### src/rtl/irq_ctrl_pkg.sv
package irq_ctrl_pkg;
  localparam int MEN_POS = 0;
  localparam int EN_POS  = 1;

  function automatic int flg_pos(input int n_src);
    return EN_POS + n_src;
  endfunction
endpackage

### src/rtl/irq_prio_pick.sv
module irq_prio_pick #(
  parameter int N_SRC = 3,
  localparam int VEC_W = (N_SRC > 1) ? $clog2(N_SRC) : 1
) (
  input  logic [N_SRC-1:0] req_i,
  output logic             any_o,
  output logic [VEC_W-1:0] idx_o,
  output logic [N_SRC-1:0] oh_o
);
  assign any_o = |req_i;
  assign oh_o  = req_i & ~(req_i - N_SRC'(1));

  // lowest index wins
  always_comb begin
    idx_o = '0;
    for (int i = N_SRC - 1; i >= 0; i--) begin
      if (req_i[i]) idx_o = VEC_W'(i);
    end
  end
endmodule

### src/rtl/irq_src_bank.sv
module irq_src_bank #(
  parameter int N_SRC = 3
) (
  input  logic             clk_i,
  input  logic             rst_ni,
  input  logic             wr_i,
  input  logic [N_SRC-1:0] en_mask_i,
  input  logic [N_SRC-1:0] en_data_i,
  input  logic [N_SRC-1:0] flg_mask_i,
  input  logic [N_SRC-1:0] flg_data_i,
  input  logic [N_SRC-1:0] evt_i,
  input  logic             take_i,
  input  logic [N_SRC-1:0] take_oh_i,
  output logic [N_SRC-1:0] en_o,
  output logic [N_SRC-1:0] flg_o
);
  for (genvar g = 0; g < N_SRC; g++) begin : g_src
    logic en_q, flg_q, sw_clr, hw_clr;

    assign sw_clr = wr_i & flg_mask_i[g] & ~flg_data_i[g];
    assign hw_clr = take_i & take_oh_i[g];

    always_ff @(posedge clk_i or negedge rst_ni) begin
      if (!rst_ni) en_q <= 1'b0;
      else if (wr_i && en_mask_i[g]) en_q <= en_data_i[g];
    end

    // a new event outranks any clear
    always_ff @(posedge clk_i or negedge rst_ni) begin
      if (!rst_ni) flg_q <= 1'b0;
      else if (evt_i[g]) flg_q <= 1'b1;
      else if (sw_clr || hw_clr) flg_q <= 1'b0;
    end

    assign en_o[g]  = en_q;
    assign flg_o[g] = flg_q;
  end
endmodule

### src/rtl/irq_master_en.sv
module irq_master_en (
  input  logic clk_i,
  input  logic rst_ni,
  input  logic take_i,
  input  logic reti_i,
  input  logic wr_i,
  input  logic wbit_i,
  output logic men_o
);
  logic men_q;

  // hardware clear > return > software write
  always_ff @(posedge clk_i or negedge rst_ni) begin
    if (!rst_ni) men_q <= 1'b0;
    else if (take_i) men_q <= 1'b0;
    else if (reti_i) men_q <= 1'b1;
    else if (wr_i) men_q <= wbit_i;
  end

  assign men_o = men_q;
endmodule

### src/rtl/irq_enable_ctrl.sv
module irq_enable_ctrl
  import irq_ctrl_pkg::*;
#(
  parameter int N_SRC  = 3,
  parameter int DATA_W = 8,
  parameter int ADDR_W = 4,
  parameter logic [ADDR_W-1:0] REG_ADDR = 4'h3,
  localparam int VEC_W = (N_SRC > 1) ? $clog2(N_SRC) : 1
) (
  input  logic              clk_i,
  input  logic              rst_ni,
  input  logic              sel_i,
  input  logic              we_i,
  input  logic [ADDR_W-1:0] addr_i,
  input  logic [DATA_W-1:0] wmask_i,
  input  logic [DATA_W-1:0] wdata_i,
  output logic [DATA_W-1:0] rdata_o,
  input  logic [N_SRC-1:0]  evt_i,
  input  logic              reti_i,
  output logic              irq_req_o,
  output logic [VEC_W-1:0]  irq_vec_o
);
  localparam int FLG_LSB = flg_pos(N_SRC);
  localparam int TOP_BIT = FLG_LSB + N_SRC;

  logic             hit_c, wr_c, men_q, any_c, take_c, req_q;
  logic [N_SRC-1:0] en_q, flg_q, pend_c, oh_c;
  logic [VEC_W-1:0] idx_c, vec_q;
  logic [DATA_W-1:0] reg_c;
  logic unused_bits;

  assign hit_c  = sel_i && (addr_i == REG_ADDR);
  assign wr_c   = hit_c && we_i;
  assign pend_c = flg_q & en_q;
  assign take_c = men_q & any_c;
  assign unused_bits = ^{wmask_i[DATA_W-1:TOP_BIT], wdata_i[DATA_W-1:TOP_BIT]};

  irq_master_en u_men (
    .clk_i  (clk_i),
    .rst_ni (rst_ni),
    .take_i (take_c),
    .reti_i (reti_i),
    .wr_i   (wr_c && wmask_i[MEN_POS]),
    .wbit_i (wdata_i[MEN_POS]),
    .men_o  (men_q)
  );

  irq_src_bank #(.N_SRC(N_SRC)) u_bank (
    .clk_i      (clk_i),
    .rst_ni     (rst_ni),
    .wr_i       (wr_c),
    .en_mask_i  (wmask_i[FLG_LSB-1:EN_POS]),
    .en_data_i  (wdata_i[FLG_LSB-1:EN_POS]),
    .flg_mask_i (wmask_i[TOP_BIT-1:FLG_LSB]),
    .flg_data_i (wdata_i[TOP_BIT-1:FLG_LSB]),
    .evt_i      (evt_i),
    .take_i     (take_c),
    .take_oh_i  (oh_c),
    .en_o       (en_q),
    .flg_o      (flg_q)
  );

  irq_prio_pick #(.N_SRC(N_SRC)) u_pick (
    .req_i (pend_c),
    .any_o (any_c),
    .idx_o (idx_c),
    .oh_o  (oh_c)
  );

  always_ff @(posedge clk_i or negedge rst_ni) begin
    if (!rst_ni) begin
      req_q <= 1'b0;
      vec_q <= '0;
    end else begin
      req_q <= take_c;
      if (take_c) vec_q <= idx_c;
    end
  end

  always_comb begin
    reg_c = '0;
    reg_c[MEN_POS] = men_q;
    reg_c[FLG_LSB-1:EN_POS] = en_q;
    reg_c[TOP_BIT-1:FLG_LSB] = flg_q;
  end

  assign rdata_o   = hit_c ? reg_c : '0;
  assign irq_req_o = req_q;
  assign irq_vec_o = vec_q;
endmodule

### config.mk
export PLATFORM = sky130hd
export DESIGN_NAME = irq_enable_ctrl
export DESIGN_NICKNAME = d
export VERILOG_FILES = /design/src/rtl/irq_ctrl_pkg.sv /design/src/rtl/irq_prio_pick.sv /design/src/rtl/irq_src_bank.sv /design/src/rtl/irq_master_en.sv /design/src/rtl/irq_enable_ctrl.sv
export SDC_FILE = /design/constraint.sdc
export NUM_CORES = 1
export LEC_CHECK = 0
export ABC_CLOCK_PERIOD_IN_PS = 1150
export BUFFER_PORTS_ARGS = -buffer_cell sky130_fd_sc_hd__clkbuf_2
export CAP_MARGIN = 10
export CELL_PAD_IN_SITES_DETAIL_PLACEMENT = 2
export CELL_PAD_IN_SITES_GLOBAL_PLACEMENT = 2
export CORE_MARGIN = 5
export CORE_UTILIZATION = 19
export CTS_CLUSTER_SIZE = 28
export DETAILED_ROUTE_END_ITERATION = 7
export GPL_TIMING_DRIVEN = 0
export PLACE_DENSITY_LB_ADDON = 0.1
export SYNTH_ARGS = -nofsm -noshare
export SYNTH_HDL_FRONTEND = slang
export SYNTH_SLANG_ARGS = --single-unit
### constraint.sdc
create_clock -name clk_i -period 1.15 [get_ports clk_i]
set_input_delay 0.1725 -clock clk_i [delete_from_list [all_inputs] [get_ports clk_i]]
set_output_delay 0.1725 -clock clk_i [all_outputs]
set_load 0.02 [all_outputs]
==> results.py, run 1 <==
metrics = {
    "outcome": {
        "outcome": "complete, but fails checks",
        "violations": "negative setup slack",
    },
    "placement": {
        "pre_cts_slack_ns": -0.130,
        "dp_cells": 117,
        "portBuffers": 35,
        "placedInstanceArea_um2": 781,
        "gp_congestion": 0.657,
    },
    "critical_path": {
        "regToRegStartpoint": "u_bank.g_src[0].flg_q",
        "worstSetupPathType": "input pin to output port",
        "critical_path_peak_fanout": 9,
        "reg2reg_setup_slack_ns": 0.05,
        "critical_path.endpoint_type": "output port",
        "worst_setup_path_start_kind": "input pin",
        "crit-reg2reg-capture": "u_men.men_o",
        "worst_endpoint_required_time_ns": 0.98,
        "cp_data_arrival_time_ns": 1.04,
        "reg2regPathDepth": 3,
    },
    "timing": {
        "period_share_pct": 106,
        "fin_worst_skew_ns": 0.0136,
        "slew_violations": 0,
        "hold_violations": 0,
        "hold-worst-slack_ns": 0.111,
        "fin_crit_ns": 1.22,
        "setup_viol_count_final": 7,
        "worst_slack_ns": -0.0668,
        "rsz0062_at_grt": "true",
        "achievable_freq_ghz": 0.822,
    },
    "pwr": {
        "power_density_nw_per_um2": 1300,
        "p_clk_share_pct": 19.3,
        "max-vdd-ir-drop_mv": 0.282,
        "total_power_mw": 1.27,
        "power.switching_mw": 0.442,
        "power_frac_seq_pct": 40.8,
        "internal_power_mw": 0.825,
        "power.switching_fraction_pct": 34.9,
        "power.combinational.fraction_pct": 39.9,
        "total_leakage_power_nw": 0.497,
    },
    "logic_synthesis": {
        "synth_top_area_share_pct": 44.2,
        "post_synth_instance_area_um2": 567,
        "yosys_register_bits": 10,
        "synth.net_count": 79,
        "yosysWarnings": 0,
        "post_synth_main_area_contributors": "dfrtp_1 44%, and3_1 8.8%, mux2_4 7.9%, nand3_1 4.4%, a31o_1 3.1%",
        "synth.yosys.seq_area_share_pct": 44.2,
        "synth_area_per_cell_um2": 11.1,
        "synthDistinctLibCells": 24,
        "syn-instance-count": 51,
        "netlist.top_cell.by_area": "dfrtp_1",
    },
    "clocking": {
        "cts-buffers-inserted": 3,
        "root_buffer": "clkbuf_4",
        "path_clk_slew_ns": 0.06,
        "clk-insertion-delay-late_ns": 0.27,
        "cts_num_sinks": 10,
        "cts_max_path_buffers": 2,
        "cts_tree": "done",
        "h-tree-depth": 1,
    },
    "route": {
        "ant_nets": 0,
        "routed_wire_length_per_instance_um": 15.8,
        "detailedRoute.firstIterationViolations": 13,
        "detail_route.wirelength_um": 2070,
        "routed-via-count": 615,
        "detail_route.vias_per_cell": 4.69,
        "drtPass1Iterations": 4,
        "post-route-drc-count": 0,
    },
    "global_route": {
        "grt.total_usage_pct": 11.3,
        "maximum_number_of_pins_on_one_net_before_global_route_repair": 11,
        "globalRouteOverflowTotal": 0,
        "first_global_vias": 741,
        "initial_antenna_violation_count": 0,
        "grt_pass1_wl_um": 3620,
    },
    "hold_path": {
        "min_to": "u_bank.g_src[0].flg_q",
        "hold_path.class": "input pin to register",
        "holdCritStartpoint": "evt_i[0]",
        "holdPathStages": 2,
    },
    "finish": {
        "nFillCells": 311,
        "post_layout_nonfiller_instances": 131,
        "mostFrequentLayoutCells": "28 x clkbuf_2, 13 x buf_4, 9 x dfrtp_1",
        "design_area_um2": 972,
        "finalNetCount": 130,
        "antenna_diode_instance_count": 0,
        "mostFrequentLayoutCell": "clkbuf_2",
        "post_route_cells_drive_above_1_share_pct": 62.0,
        "syn2layout_area_growth_pct": 71.5,
    },
    "floorplanning": {
        "dieWidth_um": 64.6,
        "design.core.area_um2": 2810,
        "die_area_um2": 4180,
        "row_cnt": 19,
        "initial_core_util_pct": 20.2,
        "die_h_um": 64.6,
        "design.portCount": 39,
    },
    "run": {
        "maximum_capacitance_violations": 0,
    },
}
==> routing by layer <==
layer	track usage, %	share of wire (%)	vias up
li1	-	-	293
met1	14.1	43	300
met2	18.2	50	22
met3	4.15	6.2	0
met4	3.96	0	0
met5	0	0	-
==> final cells by class <==
| cell class | count | area, um^2 | area share [%] |
|---|---|---|---|
| tap | 31 | 38.8 | 3.99 |
| buffer | 3 | 30.0 | 3.09 |
| clock buffer | 3 | 22.5 | 2.32 |
| timing repair buffer | 47 | 333 | 34.2 |
| multi-input combinational | 37 | 297 | 30.5 |
| sequential | 10 | 251 | 25.9 |
==> flip-flops by register name (all words and copies together) (netlist names) <==
register	flops
u_bank.g_src.en_q	3
u_bank.g_src.flg_q	3
irq_vec_o	2
irq_req_o	1
u_men.men_o	1
==> cell usage after synthesis, drive strengths merged <==
master,n
a211oi,1
a21bo,1
a21oi,1
a22o,1
a311oi,1
a31o,2
a31oi,2
a32oi,1
and2,1
and3,8
and4b,1
and4bb,1
buf,4
conb,1
dfrtp,10
mux2,3
nand2,2
nand3,5
nand4b,2
nor2,1
o21ai,1
o21bai,1
==> power by group through the flow <==
stage	sequential (mW)	combinational [mW]	clock (mW)
5_1_grt	0.533	0.565	0.288
3_5_place_dp	0.512	0.423	0
3_3_place_gp	0.510	0.412	0
6_report	0.517	0.506	0.245
4_1_cts	0.504	0.536	0.258
2_1_floorplan	0.552	0.209	0
==> how the worst max path moves through the flow <==
stage,from,end,slack [ns]
finish,addr_i[3],rdata_o[4],-0.07
global route,addr_i[3],rdata_o[5],-0.1
CTS,u_men.men_o,rdata_o[0],-0.08
detailed placement,addr_i[2],rdata_o[1],-0.13
global placement,addr_i[2],rdata_o[2],-0.13
floorplan,u_bank.g_src[0].en_q,u_men.men_o,0.08
==> critical path, cell delays in order <==
cell	delay (ns)
clkbuf_2	0.08
and4bb_4	0.34
buf_8	0.13
and3_1	0.17
clkbuf_8	0.15
==> repair_timing <==
action                                  4_1_cts  5_1_grt
buffers inserted                              8        3
hold buffers                                  1        0
resized for setup                            18        5
endpoints found under the hold margin        10        0
cloned                                        0        0
pin swaps                                     1        2
endpoints found under the setup margin        8        8
==> logic make-up (layout without fill, tap and decap cells) <==
family | Yosys count | count (layout) | share of synthesized area [%]
flops | 10 | 10 | 44.2
buf+inv | 4 | 53 | 6.18
compound gates | 12 | 12 | 17.0
simple gates | 21 | 21 | 24.1
other cells | 1 | 1 | 0.662
mux | 3 | 3 | 7.95
==> stage by stage <==
stage | util [%] | TNS, ns
after global placement | 27.8 | -1.04
after global routing | 34.7 | -0.608
after floorplan | - | 0
after CTS | 33.8 | -0.406
final | 34.7 | -0.342
after detailed placement | 27.8 | -1.20
(Power assumes the default switching activity.)
==> inputs of run 2 (changes only) <==
CELL_PAD_IN_SITES_DETAIL_PLACEMENT = default   (was 2)
CELL_PAD_IN_SITES_GLOBAL_PLACEMENT = default   (was 2)
CORE_UTILIZATION = 35   (was 19)
TNS_END_PERCENT = 5   (was default)
==> run 2 against run 1 <==
Compared with the run above:
- the run still ends with negative setup slack left
- count of clock-buffer cells in the layout increased by 1
- critical endpoint is now rdata_o[0]
- flip-flop and latch count stayed put
- core utilization up 27 points
- critical path type is now register to output port
- largest power group is now combinational cells
- setup slack better by 0.034 ns
==> results.py, run 2 (synthesis results as in run 1) <==
metrics = {
    "global_route": {
        "maximum_number_of_pins_on_one_net_before_global_route_repair": 12,
        "first_global_vias": 584,
        "initial_antenna_violation_count": 0,
        "grt.total_usage_pct": 13.0,
        "globalRouteOverflowTotal": 0,
        "grt_pass1_wl_um": 2540,
    },
    "clocking": {
        "clk-insertion-delay-late_ns": 0.26,
        "cts-buffers-inserted": 3,
        "path_clk_slew_ns": 0.07,
        "root_buffer": "clkbuf_4",
        "cts_num_sinks": 10,
        "cts_max_path_buffers": 2,
        "cts_tree": "done",
        "h-tree-depth": 1,
    },
    "finish": {
        "design_area_um2": 936,
        "mostFrequentLayoutCells": "28 x clkbuf_2, 10 x dfrtp_1, 7 x and3_1, 7 x buf_4, 7 x clkbuf_8",
        "post_layout_nonfiller_instances": 112,
        "post_route_cells_drive_above_1_share_pct": 58.3,
        "syn2layout_area_growth_pct": 65.1,
        "layout.core_utilization_pct": 61.4,
        "antenna_diode_instance_count": 0,
        "finalNetCount": 125,
        "mostFrequentLayoutCell": "clkbuf_2",
    },
    "timing": {
        "worst_slack_ns": -0.0333,
        "hold_violations": 0,
        "final.setup.tns_ns": -0.0941,
        "achievable_freq_ghz": 0.845,
        "slew_violations": 0,
        "rsz0062_at_grt": "true",
        "fin_crit_ns": 1.18,
        "fin_worst_skew_ns": 0.00216,
        "period_share_pct": 103,
        "setup_viol_count_final": 7,
    },
    "critical_path": {
        "worst_endpoint_required_time_ns": 0.98,
        "critical_path_peak_fanout": 2,
        "worst_setup_path_start_kind": "register",
        "cp_data_arrival_time_ns": 1.01,
        "critical_path.endpoint_type": "output port",
        "worstSetupPathType": "register to output port",
        "regToRegStartpoint": "u_bank.g_src[0].en_q",
        "crit_path_start": "u_men.men_o",
    },
    "pwr": {
        "total_leakage_power_nw": 0.492,
        "power_frac_seq_pct": 36.2,
        "max-vdd-ir-drop_mv": 0.724,
        "power_density_nw_per_um2": 1490,
        "power.switching_fraction_pct": 31.4,
        "total_power_mw": 1.39,
        "p_clk_share_pct": 22.2,
        "power.combinational.fraction_pct": 41.7,
        "power.switching_mw": 0.438,
        "internal_power_mw": 0.955,
    },
    "placement": {
        "portBuffers": 35,
        "gp_congestion": 0.693,
        "dp_cells": 102,
        "placedInstanceArea_um2": 762,
    },
    "route": {
        "detail_route.vias_per_cell": 5.28,
        "detail_route.wirelength_um": 1580,
        "detailedRoute.firstIterationViolations": 7,
        "routed_wire_length_per_instance_um": 14.1,
        "drtPass1Iterations": 4,
        "ant_nets": 0,
        "post-route-drc-count": 0,
        "routed-via-count": 591,
    },
    "floorplanning": {
        "die_area_um2": 2520,
        "initial_core_util_pct": 37.2,
        "die_h_um": 50.2,
        "design.portCount": 39,
        "row_cnt": 14,
        "design.core.area_um2": 1520,
        "dieWidth_um": 50.2,
    },
    "hold_path": {
        "hold_path.class": "input pin to register",
        "holdCritStartpoint": "evt_i[1]",
    },
    "outcome": {
        "outcome": "complete, but fails checks",
        "violations": "negative setup slack",
    },
    "run": {
        "maximum_capacitance_violations": 0,
    },
}
==> run 2: cell types whose count changed in the layout (fill, tap and decap cells not counted), moves of 2 or more <==
cell      before  now
and3_1         5    7
and3_4         3    1
buf_4         13    7
buf_8          4    1
clkbuf_8       4    7
==> run 2: worst max-delay path: stages, from the launching register on <==
cell and delay (ns):
dfrtp_1 0.37, buf_6 0.12, and3_4 0.14, buf_8 0.12
==> run 2: worst paths after layout <==
check	to	cells past startpoint	slack, ns
worst max register to register	u_men.men_o	3	0.01
worst max-delay path	rdata_o[0]	3	-0.03
min in group asynchronous	u_bank.g_src[1].flg_q	2	0.31
worst min-delay path	u_bank.g_src[1].flg_q	2	0.10
worst min register to register	irq_vec_o[1]	2	0.55
max in group asynchronous	irq_vec_o[1]	2	0.63
==> run 2: power by group through the flow <==
stage | logic [mW] | clock network, mW | registers, mW
3_3_place_gp | 0.400 | 0 | 0.505
4_1_cts | 0.559 | 0.323 | 0.505
2_1_floorplan | 0.209 | 0 | 0.552
5_1_grt | 0.627 | 0.337 | 0.513
3_5_place_dp | 0.406 | 0 | 0.508
6_report | 0.580 | 0.309 | 0.504
==> run 2: what timing repair did <==
item,CTS,global route
hold buffers,1,0
resized for setup,18,3
setup endpoints to repair,8,9
hold endpoints to repair,10,0
setup buffers,5,1
pin swaps,1,0
==> run 2: through the flow <==
| step | hold slack (ns) | worst slack, ns |
|---|---|---|
| global route | 0.122 | -0.0699 |
| detailed placement | 0.0527 | -0.110 |
| floorplan | -0.123 | 0.0758 |
| finish | 0.102 | -0.0333 |
| global placement | 0.0482 | -0.0960 |
| CTS | 0.0925 | -0.0616 |
==> run 2: layer usage <==
| layer | share of wire (%) | GRT usage [%] | vias up |
|---|---|---|---|
| li1 | - | - | 286 |
| met1 | 43 | 16.8 | 275 |
| met2 | 48 | 20.9 | 30 |
| met3 | 8.9 | 3.85 | 0 |
| met4 | 0 | 3.93 | 0 |
| met5 | 0 | 0 | - |
==> run 2: final cells by class <==
cell class | count | area [um^2]
buffer | 3 | 26.3
timing repair buffer | 42 | 305
multi-input combinational | 37 | 298
sequential | 10 | 250
clock buffer | 4 | 36.3
fill | 130 | 588
tap | 16 | 20.0
==> inputs of run 3 (changes only) <==
--- a/config.mk
+++ b/config.mk
@@ -10,5 +10,5 @@
 export CAP_MARGIN = 10
 export CORE_MARGIN = 5
-export CORE_UTILIZATION = 35
+export CORE_UTILIZATION = 36
 export CTS_CLUSTER_SIZE = 28
 export DETAILED_ROUTE_END_ITERATION = 7
@@ -17,4 +17,5 @@
 export SYNTH_ARGS = -nofsm -noshare
 export SYNTH_HDL_FRONTEND = slang
+export SYNTH_HIERARCHICAL = 1
 export SYNTH_SLANG_ARGS = --single-unit
 export TNS_END_PERCENT = 5
==> constraint.sdc (replaced) <==
create_clock -name clk_i -period 1.15 [get_ports clk_i]
set_input_delay 0.345 -clock clk_i [delete_from_list [all_inputs] [get_ports clk_i]]
set_output_delay 0.345 -clock clk_i [all_outputs]
set_load 0.02 [all_outputs]
==> run 3 against run 2 <==
Compared with the run above:
- critical path type is now register to register
- wire length decreased by 6.8%
- die area increased by 4.5%
- sequential share of layout area increased by 0.40 points
- largest power group is now registers
- first-iteration DRC count increased by 29%
- worst hold slack improved by 0.17 ns
- power decreased by 9.4%
- flip-flop and latch count unchanged
- setup slack got worse by 0.32 ns
- synthesized cell count increased by 20%
- sequential power decreased by 3%
- global-route usage decreased by 0.75 points
- the flow still finishes with violations (negative setup slack)
==> results.py, run 3 <==
metrics = {
    "outcome": {
        "outcome": "complete, but fails checks",
        "violations": "negative setup slack",
    },
    "logic_synthesis": {
        "synth_top_area_share_pct": 40.7,
        "synthDistinctLibCells": 19,
        "fraction_of_synthesized_area_in_multiplexers_pct": 12.6,
        "synth.yosys.seq_area_share_pct": 40.7,
        "synth.most_common_cell": "dfrtp_1",
        "dominant_combinational_cell_family_by_area_after_synthesis": "simple AND/OR/NAND/NOR gates",
        "yosys.area_share.xor_xnor_pct": 0,
        "ys_dominant_reg_cell": "dfrtp_1",
        "synth-simple-area-share_pct": 27.0,
        "post_synth_main_area_contributors": "dfrtp_1 41%, buf_4 11%, and3_1 9.1%, mux2_4 7.3%, nand2_1 4.3%",
        "syn-instance-count": 61,
        "yosysWarnings": 6,
        "netlist.top_cell.by_area": "dfrtp_1",
        "synth_compound_gate_area_share_pct": 5.08,
        "post_synth_fa_ha_maj_area_fraction_pct": 0,
        "synthArstFlopShare_pct": 100,
        "synth.net_count": 89,
        "synthTopCellsByCount": "10 x dfrtp_1, 9 x and3_1, 9 x buf_4, 7 x nand2_1",
        "post_synth_instance_area_um2": 616,
        "synth_edf_count": 0,
        "synth_area_per_cell_um2": 10.1,
        "yosys_register_bits": 10,
    },
    "route": {
        "routed-via-count": 553,
        "detail_route.vias_per_cell": 4.65,
        "ant_nets": 0,
        "routed_wire_length_per_instance_um": 12.4,
        "post-route-drc-count": 0,
        "drtPass1Iterations": 4,
        "detailedRoute.firstIterationViolations": 9,
        "detail_route.wirelength_um": 1470,
    },
    "pwr": {
        "power_density_nw_per_um2": 1370,
        "max-vdd-ir-drop_mv": 0.870,
        "total_power_mw": 1.26,
        "total_leakage_power_nw": 0.509,
    },
    "global_route": {
        "global_route.peak_usage_layer": "met2",
        "grtUsageMet1_pct": 13.8,
        "global_route.usage.met3_pct": 2.92,
        "globalRouteOverflowTotal": 0,
        "initial_antenna_violation_count": 0,
        "met2_usage_pct": 21.2,
        "grt.total_usage_pct": 12.3,
        "maximum_number_of_pins_on_one_net_before_global_route_repair": 11,
        "grt_pass1_wl_um": 2390,
        "first_global_vias": 569,
    },
    "floorplanning": {
        "die_area_um2": 2640,
        "design.core.area_um2": 1670,
        "row_cnt": 15,
        "initial_core_util_pct": 36.9,
        "die_h_um": 51.4,
        "dieWidth_um": 51.4,
        "design.portCount": 39,
    },
    "clocking": {
        "h-tree-depth": 1,
        "cts-buffers-inserted": 3,
        "clk-insertion-delay-late_ns": 0.26,
        "path_clk_slew_ns": 0.07,
        "cts_tree": "done",
        "root_buffer": "clkbuf_4",
        "cts_max_path_buffers": 2,
        "cts_num_sinks": 10,
    },
    "finish": {
        "syn2layout_area_growth_pct": 49.8,
        "mostFrequentLayoutCell": "clkbuf_2",
        "mostFrequentLayoutCells": "32 x clkbuf_2, 10 x dfrtp_1, 9 x buf_4",
        "nFillCells": 146,
        "post_route_cells_drive_above_1_share_pct": 66.7,
        "antenna_diode_instance_count": 0,
        "finalNetCount": 131,
    },
    "hold_path": {
        "hold_path.class": "input pin to register",
    },
    "placement": {
        "portBuffers": 35,
        "gp_congestion": 0.685,
        "place.detailed.hpwl_um": 1160,
    },
    "run": {
        "maximum_capacitance_violations": 0,
    },
    "timing": {
        "fin_worst_skew_ns": 0.00496,
        "hold_violations": 0,
        "worst_slack_ns": -0.356,
        "period_share_pct": 131,
        "achievable_freq_ghz": 0.664,
        "slew_violations": 0,
        "rsz0062_at_grt": "true",
        "final.setup.tns_ns": -3.41,
        "setup_viol_count_final": 17,
        "fin_crit_ns": 1.51,
    },
    "critical_path": {
        "crit_path_start": "u_bank/g_src[0].flg_q",
        "cp_data_arrival_time_ns": 1.65,
        "regToRegStartpoint": "u_bank/g_src[0].flg_q",
        "worst_setup_path_start_kind": "register",
        "reg2reg_setup_slack_ns": -0.36,
        "worstSetupPathType": "register to register",
        "critical_path_peak_fanout": 3,
        "timing.critical_path.to": "irq_vec_o[0]",
        "crit-reg2reg-capture": "irq_vec_o[0]",
        "worst_endpoint_required_time_ns": 1.30,
        "reg2regPathDepth": 5,
        "critical_path.endpoint_type": "register",
    },
}
## run 3: cells by family (layout without fill, tap and decap cells)
group	Yosys count	after routing
compound gates	4	4
mux	6	6
flops	10	10
simple gates	28	28
buf+inv	12	53
other cells	1	1
## run 3: power by group
part	internal [mW]	leakage (nW)	total (mW)	switching, mW
sequential	0.436	0.118	0.487	0.0513
clock	0.192	0.0210	0.311	0.119
combinational	0.252	0.370	0.464	0.212
total	0.880	0.509	1.26	0.382
## run 3: through the flow
| step | hold slack (ns) | setup slack (ns) | utilization (%) | std cells | area, um^2 |
|---|---|---|---|---|---|
| finish | 0.268 | -0.356 | 55.2 | 119 | 922 |
| global route | 0.262 | -0.388 | 55.2 | 119 | 922 |
| CTS | 0.260 | -0.402 | 54.3 | 120 | 907 |
| detailed placement | 0.229 | -0.467 | 49.5 | 113 | 827 |
| global placement | 0.227 | -0.444 | 49.5 | 113 | 827 |
| floorplan | 0.0494 | -0.353 | - | 61 | 631 |
## run 3: area by class of cell
type	instances	area [um^2]	area share, %
Buffer	5	45.0	4.88
Clock buffer	4	36.3	3.93
Inverter	2	7.51	0.814
Multi-Input combinational cell	39	319	34.6
Sequential cell	10	250	27.1
Tap cell	17	21.3	2.31
Timing Repair Buffer	42	243	26.3
## run 3: how the worst min path moves through the flow
stage	startpoint	endpoint	cells after the start
finish	evt_i[2]	u_bank/g_src[2].flg_q	2
global route	evt_i[2]	u_bank/g_src[2].flg_q	2
CTS	evt_i[2]	u_bank/g_src[2].flg_q	2
detailed placement	rst_ni	irq_vec_o[1]	1
global placement	rst_ni	irq_req_o	1
floorplan	rst_ni	irq_req_o	0
## run 3: critical path, stage by stage, from the launching register on
cell	delay (ns)
dfrtp_1	0.39
buf_6	0.12
and2_4	0.12
or3_1	0.35
nand2_2	0.11
mux2_4	0.31
## run 3: repair_timing
action	4_1_cts	5_1_grt
endpoints found under the setup margin	19	19
setup buffers	2	4
cloned	0	0
endpoints found under the hold margin	10	0
hold buffers	1	0
pin swaps	4	3
gates resized for setup	5	12
## run 3: per-layer routing
layer / wire length, um / vias up
li1: - / 284
met1: 608 / 242
met2: 697 / 25
met3: 155 / 2
met4: 12 / 0
met5: 0 / -
